$ cat config.mk
export PLATFORM = sky130hd
export DESIGN_NAME = canon_alu
export DESIGN_NICKNAME = d
export VERILOG_FILES = /design/src/rtl/canon_alu_pkg.sv /design/src/rtl/canon_alu_decode.sv /design/src/rtl/canon_alu_arith.sv /design/src/rtl/canon_alu_logic.sv /design/src/rtl/canon_alu_cmp.sv /design/src/rtl/canon_alu.sv
export SDC_FILE = /design/constraint.sdc
export NUM_CORES = 1
export LEC_CHECK = 0
export BUFFER_PORTS_ARGS = -buffer_cell sky130_fd_sc_hd__buf_2
export CAP_MARGIN = 20
export CORE_MARGIN = 1.5
export CORE_UTILIZATION = 54
export DETAILED_ROUTE_END_ITERATION = 7
export PLACE_DENSITY = 0.81
export REMOVE_ABC_BUFFERS = 1
export SETUP_SLACK_MARGIN = 0.4
export SLEW_MARGIN = 0
export SYNTH_ARGS = -nofsm -noshare
export SYNTH_HDL_FRONTEND = slang
export SYNTH_HIERARCHICAL = 1
export SYNTH_SLANG_ARGS = --single-unit
$ cat constraint.sdc
create_clock -name vclk -period 6.55
set_clock_uncertainty 0.2 [all_clocks]
set_input_delay 0.655 -clock vclk [all_inputs]
set_output_delay 0.655 -clock vclk [all_outputs]
set_load 0.005 [all_outputs]
$ cat src/rtl/canon_alu_pkg.sv
package canon_alu_pkg;

  localparam int FUNC_W      = 5;
  localparam int N_ARITH     = 5;
  localparam int N_LOGIC     = 16;
  localparam int N_CMP       = 6;
  localparam int LOGIC_BASE  = N_ARITH;
  localparam int CMP_BASE    = LOGIC_BASE + N_LOGIC;
  localparam int N_FUNCS     = CMP_BASE + N_CMP;

  typedef enum logic [1:0] {
    CLS_ARITH = 2'd0,
    CLS_LOGIC = 2'd1,
    CLS_CMP   = 2'd2,
    CLS_NONE  = 2'd3
  } fn_class_e;

  typedef enum logic [2:0] {
    AR_ADD  = 3'd0,
    AR_SUB  = 3'd1,
    AR_RSUB = 3'd2,
    AR_INC  = 3'd3,
    AR_DEC  = 3'd4
  } arith_op_e;

  typedef enum logic [2:0] {
    CM_EQ  = 3'd0,
    CM_NEQ = 3'd1,
    CM_GT  = 3'd2,
    CM_GEQ = 3'd3,
    CM_LT  = 3'd4,
    CM_LEQ = 3'd5
  } cmp_op_e;

  typedef struct packed {
    fn_class_e  cls;
    arith_op_e  aop;
    logic [3:0] lmask;
    cmp_op_e    cop;
  } fn_decode_t;

endpackage

$ cat src/rtl/canon_alu_decode.sv
module canon_alu_decode
  import canon_alu_pkg::*;
(
  input  logic [FUNC_W-1:0] func_i,
  output fn_decode_t        dec_o
);

  logic [FUNC_W-1:0] logic_off;
  logic [FUNC_W-1:0] cmp_off;

  assign logic_off = func_i - FUNC_W'(LOGIC_BASE);
  assign cmp_off   = func_i - FUNC_W'(CMP_BASE);

  always_comb begin
    dec_o.cls   = CLS_NONE;
    dec_o.aop   = AR_ADD;
    dec_o.lmask = '0;
    dec_o.cop   = CM_EQ;
    if (int'(func_i) < LOGIC_BASE) begin
      dec_o.cls = CLS_ARITH;
      dec_o.aop = arith_op_e'(func_i[2:0]);
    end else if (int'(func_i) < CMP_BASE) begin
      dec_o.cls   = CLS_LOGIC;
      dec_o.lmask = logic_off[3:0];
    end else if (int'(func_i) < N_FUNCS) begin
      dec_o.cls = CLS_CMP;
      dec_o.cop = cmp_op_e'(cmp_off[2:0]);
    end
  end

  always_comb begin
    if (dec_o.cls == CLS_LOGIC) begin
      AST_LOGIC_MASK_RANGE: assert (int'(dec_o.lmask) + LOGIC_BASE == int'(func_i))
        else $error("logic enable does not track code");
    end
  end

endmodule

$ cat src/rtl/canon_alu_arith.sv
module canon_alu_arith
  import canon_alu_pkg::*;
#(
  parameter int WIDTH = 8
) (
  input  arith_op_e          op_i,
  input  logic [WIDTH-1:0]   a_i,
  input  logic [WIDTH-1:0]   b_i,
  input  logic               cin_i,
  output logic [WIDTH-1:0]   sum_o,
  output logic               cout_o,
  output logic               ovf_o
);

  localparam int MSB = WIDTH - 1;

  // Ripple sum returning {carry into msb, carry out, sum}.
  function automatic logic [WIDTH+1:0] ripple_add(
    input logic [WIDTH-1:0] x,
    input logic [WIDTH-1:0] y,
    input logic             c0
  );
    logic [WIDTH:0]   c;
    logic [WIDTH-1:0] s;
    c[0] = c0;
    for (int i = 0; i < WIDTH; i++) begin
      s[i]   = x[i] ^ y[i] ^ c[i];
      c[i+1] = (x[i] & y[i]) | (c[i] & (x[i] ^ y[i]));
    end
    return {c[MSB], c[WIDTH], s};
  endfunction

  function automatic logic sign_overflow(
    input logic xs,
    input logic ys,
    input logic ss
  );
    return (xs == ys) && (ss != xs);
  endfunction

  logic [WIDTH-1:0] add_x;
  logic [WIDTH-1:0] add_y;
  logic             add_c0;
  logic [WIDTH+1:0] add_res;
  logic             carry_into_msb;

  always_comb begin
    add_x  = a_i;
    add_y  = b_i;
    add_c0 = cin_i;
    unique case (op_i)
      AR_ADD:  begin add_x = a_i; add_y = b_i;  add_c0 = cin_i; end
      AR_SUB:  begin add_x = a_i; add_y = ~b_i; add_c0 = cin_i; end
      AR_RSUB: begin add_x = b_i; add_y = ~a_i; add_c0 = cin_i; end
      AR_INC:  begin add_x = a_i; add_y = '0;   add_c0 = 1'b1;  end
      AR_DEC:  begin add_x = a_i; add_y = '1;   add_c0 = 1'b0;  end
      default: begin add_x = a_i; add_y = b_i;  add_c0 = cin_i; end
    endcase
  end

  assign add_res        = ripple_add(add_x, add_y, add_c0);
  assign sum_o          = add_res[WIDTH-1:0];
  assign cout_o         = add_res[WIDTH];
  assign carry_into_msb = add_res[WIDTH+1];
  assign ovf_o          = sign_overflow(add_x[MSB], add_y[MSB], sum_o[MSB]);

  always_comb begin
    AST_OVF_MATCHES_CARRIES: assert (ovf_o == (cout_o ^ carry_into_msb))
      else $error("overflow disagrees with carry pair");
    if (op_i == AR_DEC) begin
      AST_DEC_CARRY: assert (cout_o == (a_i != '0))
        else $error("decrement carry wrong");
    end
  end

endmodule

$ cat src/rtl/canon_alu_logic.sv
module canon_alu_logic #(
  parameter int WIDTH = 8
) (
  input  logic [3:0]       mask_i,
  input  logic [WIDTH-1:0] a_i,
  input  logic [WIDTH-1:0] b_i,
  output logic [WIDTH-1:0] y_o
);

  localparam int N_MINTERMS = 4;

  for (genvar i = 0; i < WIDTH; i++) begin : g_bit
    logic [N_MINTERMS-1:0] minterm;
    assign minterm[0] = ~a_i[i] & ~b_i[i];
    assign minterm[1] = ~a_i[i] &  b_i[i];
    assign minterm[2] =  a_i[i] & ~b_i[i];
    assign minterm[3] =  a_i[i] &  b_i[i];
    assign y_o[i]     = |(minterm & mask_i);
  end

  always_comb begin
    if (mask_i == 4'b1000) begin
      AST_AND_FORM: assert (y_o == (a_i & b_i)) else $error("AND form wrong");
    end
    if (mask_i == 4'b0110) begin
      AST_XOR_FORM: assert (y_o == (a_i ^ b_i)) else $error("XOR form wrong");
    end
    if (mask_i == 4'b1110) begin
      AST_OR_FORM: assert (y_o == (a_i | b_i)) else $error("OR form wrong");
    end
  end

endmodule

$ cat src/rtl/canon_alu_cmp.sv
module canon_alu_cmp
  import canon_alu_pkg::*;
#(
  parameter int WIDTH = 8
) (
  input  cmp_op_e          op_i,
  input  logic [WIDTH-1:0] a_i,
  input  logic [WIDTH-1:0] b_i,
  output logic             flag_o
);

  localparam int MSB = WIDTH - 1;

  logic [WIDTH:0] diff;
  logic           is_eq;
  logic           is_lt;
  logic           is_gt;

  assign diff  = {a_i[MSB], a_i} - {b_i[MSB], b_i};
  assign is_eq = ~|(a_i ^ b_i);
  assign is_lt = diff[WIDTH];
  assign is_gt = ~diff[WIDTH] & (|diff);

  always_comb begin
    unique case (op_i)
      CM_EQ:   flag_o = is_eq;
      CM_NEQ:  flag_o = ~is_eq;
      CM_GT:   flag_o = is_gt;
      CM_GEQ:  flag_o = ~is_lt;
      CM_LT:   flag_o = is_lt;
      CM_LEQ:  flag_o = ~is_gt;
      default: flag_o = 1'b0;
    endcase
  end

  always_comb begin
    AST_CMP_TRICHOTOMY: assert ($onehot({is_eq, is_lt, is_gt}))
      else $error("equal, less and greater not exclusive");
  end

endmodule

$ cat src/rtl/canon_alu.sv
module canon_alu
  import canon_alu_pkg::*;
#(
  parameter int WIDTH = 8
) (
  input  logic [WIDTH-1:0]  op_a_i,
  input  logic [WIDTH-1:0]  op_b_i,
  input  logic              carry_i,
  input  logic [FUNC_W-1:0] func_i,
  output logic [WIDTH-1:0]  result_o,
  output logic              carry_o,
  output logic              ovf_o,
  output logic              cmp_o
);

  fn_decode_t       dec;
  logic             sel_arith;
  logic             sel_logic;
  logic             sel_cmp;
  logic [WIDTH-1:0] arith_sum;
  logic             arith_cout;
  logic             arith_ovf;
  logic [WIDTH-1:0] logic_y;
  logic             cmp_flag;

  canon_alu_decode u_decode (
    .func_i (func_i),
    .dec_o  (dec)
  );

  canon_alu_arith #(.WIDTH(WIDTH)) u_arith (
    .op_i   (dec.aop),
    .a_i    (op_a_i),
    .b_i    (op_b_i),
    .cin_i  (carry_i),
    .sum_o  (arith_sum),
    .cout_o (arith_cout),
    .ovf_o  (arith_ovf)
  );

  canon_alu_logic #(.WIDTH(WIDTH)) u_logic (
    .mask_i (dec.lmask),
    .a_i    (op_a_i),
    .b_i    (op_b_i),
    .y_o    (logic_y)
  );

  canon_alu_cmp #(.WIDTH(WIDTH)) u_cmp (
    .op_i   (dec.cop),
    .a_i    (op_a_i),
    .b_i    (op_b_i),
    .flag_o (cmp_flag)
  );

  assign sel_arith = (dec.cls == CLS_ARITH);
  assign sel_logic = (dec.cls == CLS_LOGIC);
  assign sel_cmp   = (dec.cls == CLS_CMP);

  always_comb begin
    result_o = '0;
    if (sel_arith)      result_o = arith_sum;
    else if (sel_logic) result_o = logic_y;
  end

  assign carry_o = sel_arith & arith_cout;
  assign ovf_o   = sel_arith & arith_ovf;
  assign cmp_o   = sel_cmp & cmp_flag;

  always_comb begin
    AST_ONE_CLASS: assert ($onehot0({sel_arith, sel_logic, sel_cmp}))
      else $error("more than one function class active");
    AST_CMP_RESULT_SPLIT: assert (!(cmp_o && (result_o != '0)))
      else $error("comparison flag alongside nonzero result");
    if (int'(func_i) >= LOGIC_BASE) begin
      AST_NO_FLAGS_OUTSIDE_ARITH: assert (!carry_o && !ovf_o)
        else $error("carry or overflow outside arithmetic");
    end
    if (int'(func_i) >= N_FUNCS) begin
      AST_UNUSED_CODE_QUIET: assert ((result_o == '0) && !cmp_o)
        else $error("unused code drives an output");
    end
  end

endmodule

==> impl_metrics.py <==
metrics = {
    "status": {
        "status": "finished clean",
    },
    "sta": {
        "fin_setup_tns_ns": 0,
        "rsz0062_at_grt": "true",
        "drv_slew": 0,
        "max_freq_mhz": 160.4,
        "hold_viol_final": 0,
        "worst_slew_pin_slew_ns": 1.099,
        "setup_viol": 0,
        "slew_headroom_pct": 26.58,
        "post-route-period-util_pct": 95.17,
        "post-route-min-period_ns": 6.234,
    },
    "critical_path": {
        "crit_type": "in2out",
        "critPathCaptureType": "output port",
        "critPathLaunchType": "input pin",
        "crit_top_cell": "fa_2",
        "critPathMaxFanout": 6,
        "crit_family": "adder cells",
        "arrival_ns": 5.38,
        "critical_path_buf_inv_count": 4,
        "crit_cells": 20,
        "critPathRequiredTime_ns": 5.69,
        "critPathMaxStageDelay_ns": 0.50,
        "cp_slowest_cell": "or4b_1",
        "crit_path_end": "ovf_o",
        "cp_cell_sequence": "buf_2 -> nor3_4 -> and2_4 -> or2b_1 -> o22ai_1 -> a221o_1 -> fa_1 -> inv_1 -> fa_2 -> fa_2 -> fa_2 -> fa_2 -> fa_2 -> fa_2 -> inv_1 -> fa_1 -> or4b_1 -> nand3_1 -> nor3b_2 -> buf_2",
        "crit_start": "func_i[2]",
    },
    "global_routing": {
        "antenna_found_initial": 0,
        "grt_pass1_wl_um": 7134,
        "grt_start_max_net_pins": 14,
        "grt-ovfl-total": 0,
        "track_usage_pct": 25.85,
        "grt_pass1_vias": 1577,
    },
    "die": {
        "initial_core_util_pct": 56.00,
        "rows": 20,
        "design.core.area_um2": 3003,
        "num_io_pins": 33,
        "die_w_um": 58.81,
        "die-area_um2": 3458,
        "die_height_um": 58.81,
    },
    "power_and_ir_drop": {
        "powerDensity_nw_per_um2": 84.56,
        "irDropWorstVdd_mv": 0.03884,
        "p_total_uw": 171.5,
        "total_leakage_power_uw": 0.0009439,
    },
    "detailed_routing": {
        "postRouteWirelength_um": 4208,
        "dr_total_vias": 1721,
        "drc": 0,
        "wl_per_cell_um": 14.98,
        "ant_nets": 0,
        "drt_iter0_markers": 109,
        "vias_per_cell": 6.125,
        "drtPass1Iterations": 4,
    },
    "logic_synthesis": {
        "syn_inst": 204,
        "yosys_warnings": 6,
        "yosysUniqueCellTypes": 53,
        "synth_area_per_cell_um2": 8.243,
        "synth_seq_area_share_pct": 0,
        "netlist_area_um2": 1682,
    },
    "layout": {
        "regArea_um2": 0,
        "clock_buffers": 0,
        "seq_cell_count": 0,
        "layout-drive-gt1-share_pct": 36.69,
        "multi_input_area_um2": 1570,
        "final_common_cell": "buf_2",
        "syn2layout_area_growth_pct": 20.61,
        "antenna_cells": 0,
        "fillers": 243,
        "most-common-layout-cells": "buf_2, buf_4, inv_1",
        "instances_no_fill": 281,
        "fin_area_um2": 2028,
        "nNetsFinal": 291,
    },
    "job": {
        "drv_cap": 0,
    },
    "placed_design": {
        "place.gp.congestion": 0.8612,
        "hpwl_um": 3393,
        "numPortBuffers": 33,
        "place_inst": 275,
        "post_dp_cell_area_um2": 1927,
    },
    "hold_path": {
        "hold_path_class": "in2out",
    },
    "clock_tree": {
        "postCtsHoldBufs": 0,
    },
}
## worst min-delay path by stage
stage | from | to | slack, ns | depth (start not counted)
3_5_place_dp | op_b_i[6] | result_o[6] | 1.67 | 5
5_1_grt | op_b_i[5] | result_o[5] | 1.73 | 5
2_1_floorplan | func_i[4] | result_o[0] | 1.34 | 2
6_report | op_b_i[6] | result_o[6] | 1.67 | 5
3_3_place_gp | op_b_i[6] | result_o[6] | 1.66 | 5
4_1_cts | op_b_i[6] | result_o[6] | 1.67 | 5
## synthesized netlist by cell type (3+ instances only)
cell type | number | area [um2]
inv_1 | 20 | 75.07
nor2_1 | 16 | 60.06
mux2i_1 | 14 | 140.1
a21oi_1 | 11 | 55.05
ha_1 | 10 | 125.1
fa_1 | 9 | 180.2
nor3b_1 | 9 | 67.56
mux4_2 | 8 | 180.2
o22ai_1 | 8 | 50.05
nor3_1 | 7 | 35.03
o21ai_0 | 7 | 35.03
buf_2 | 6 | 30.03
nand2b_1 | 6 | 37.54
a221oi_1 | 5 | 43.79
buf_6 | 5 | 56.30
nand2_1 | 5 | 18.77
o21ai_1 | 4 | 20.02
nand3_1 | 3 | 15.01
xnor2_1 | 3 | 26.28
xor2_1 | 3 | 26.28
## tightest hold or removal path, cell delays in order
cell,delay [ns]
buf_2,0.13
mux4_2,0.18
mux2i_1,0.06
nor2_1,0.08
buf_2,0.11
## per-stage QoR
step / setup WS (ns) / utilization [%] / hold slack, ns
5_1_grt: 0.09210 / 67.54 / 1.729
6_report: 0.3162 / 67.54 / 1.669
3_5_place_dp: -0.1249 / 64.17 / 1.667
3_3_place_gp: -0.07948 / 64.17 / 1.655
2_1_floorplan: -0.4254 / - / 1.337
4_1_cts: 0.3202 / 66.58 / 1.672
## cell type report
cell class                      instances  area share (%)
Multi-Input combinational cell        171           77.42
Inverter                               21           3.886
Timing Repair Buffer                   56           16.66
Tap cell                               33           2.036
## cells by family after synthesis
logic type / synth area share (%)
compound gates: 23.21
mux: 20.39
fa+ha+maj: 19.35
simple gates: 23.66
xor+xnor: 3.126
buf+inv: 10.27
## what timing repair did
item	CTS	global route
setup buffers	3	3
gates resized for setup	14	2
setup endpoints to repair	2	1
pin swaps	4	4
## report_power, final
group	internal [uW]	total, uW	leakage (uW)	switching, uW
Sequential	0	0	0	0
Combinational	83.1	171	0.000944	88.4
Clock	0	0	0	0
Total	83.1	171	0.000944	88.4
## per-layer routing
layer	up-vias	GRT usage, %	routed length [um]
met5	-	0	0
met3	4	0.6593	204
li1	852	-	-
met2	46	44.29	2137
met4	0	2.922	29
met1	819	37.67	1836
Power figures use the tool's default switching activity.
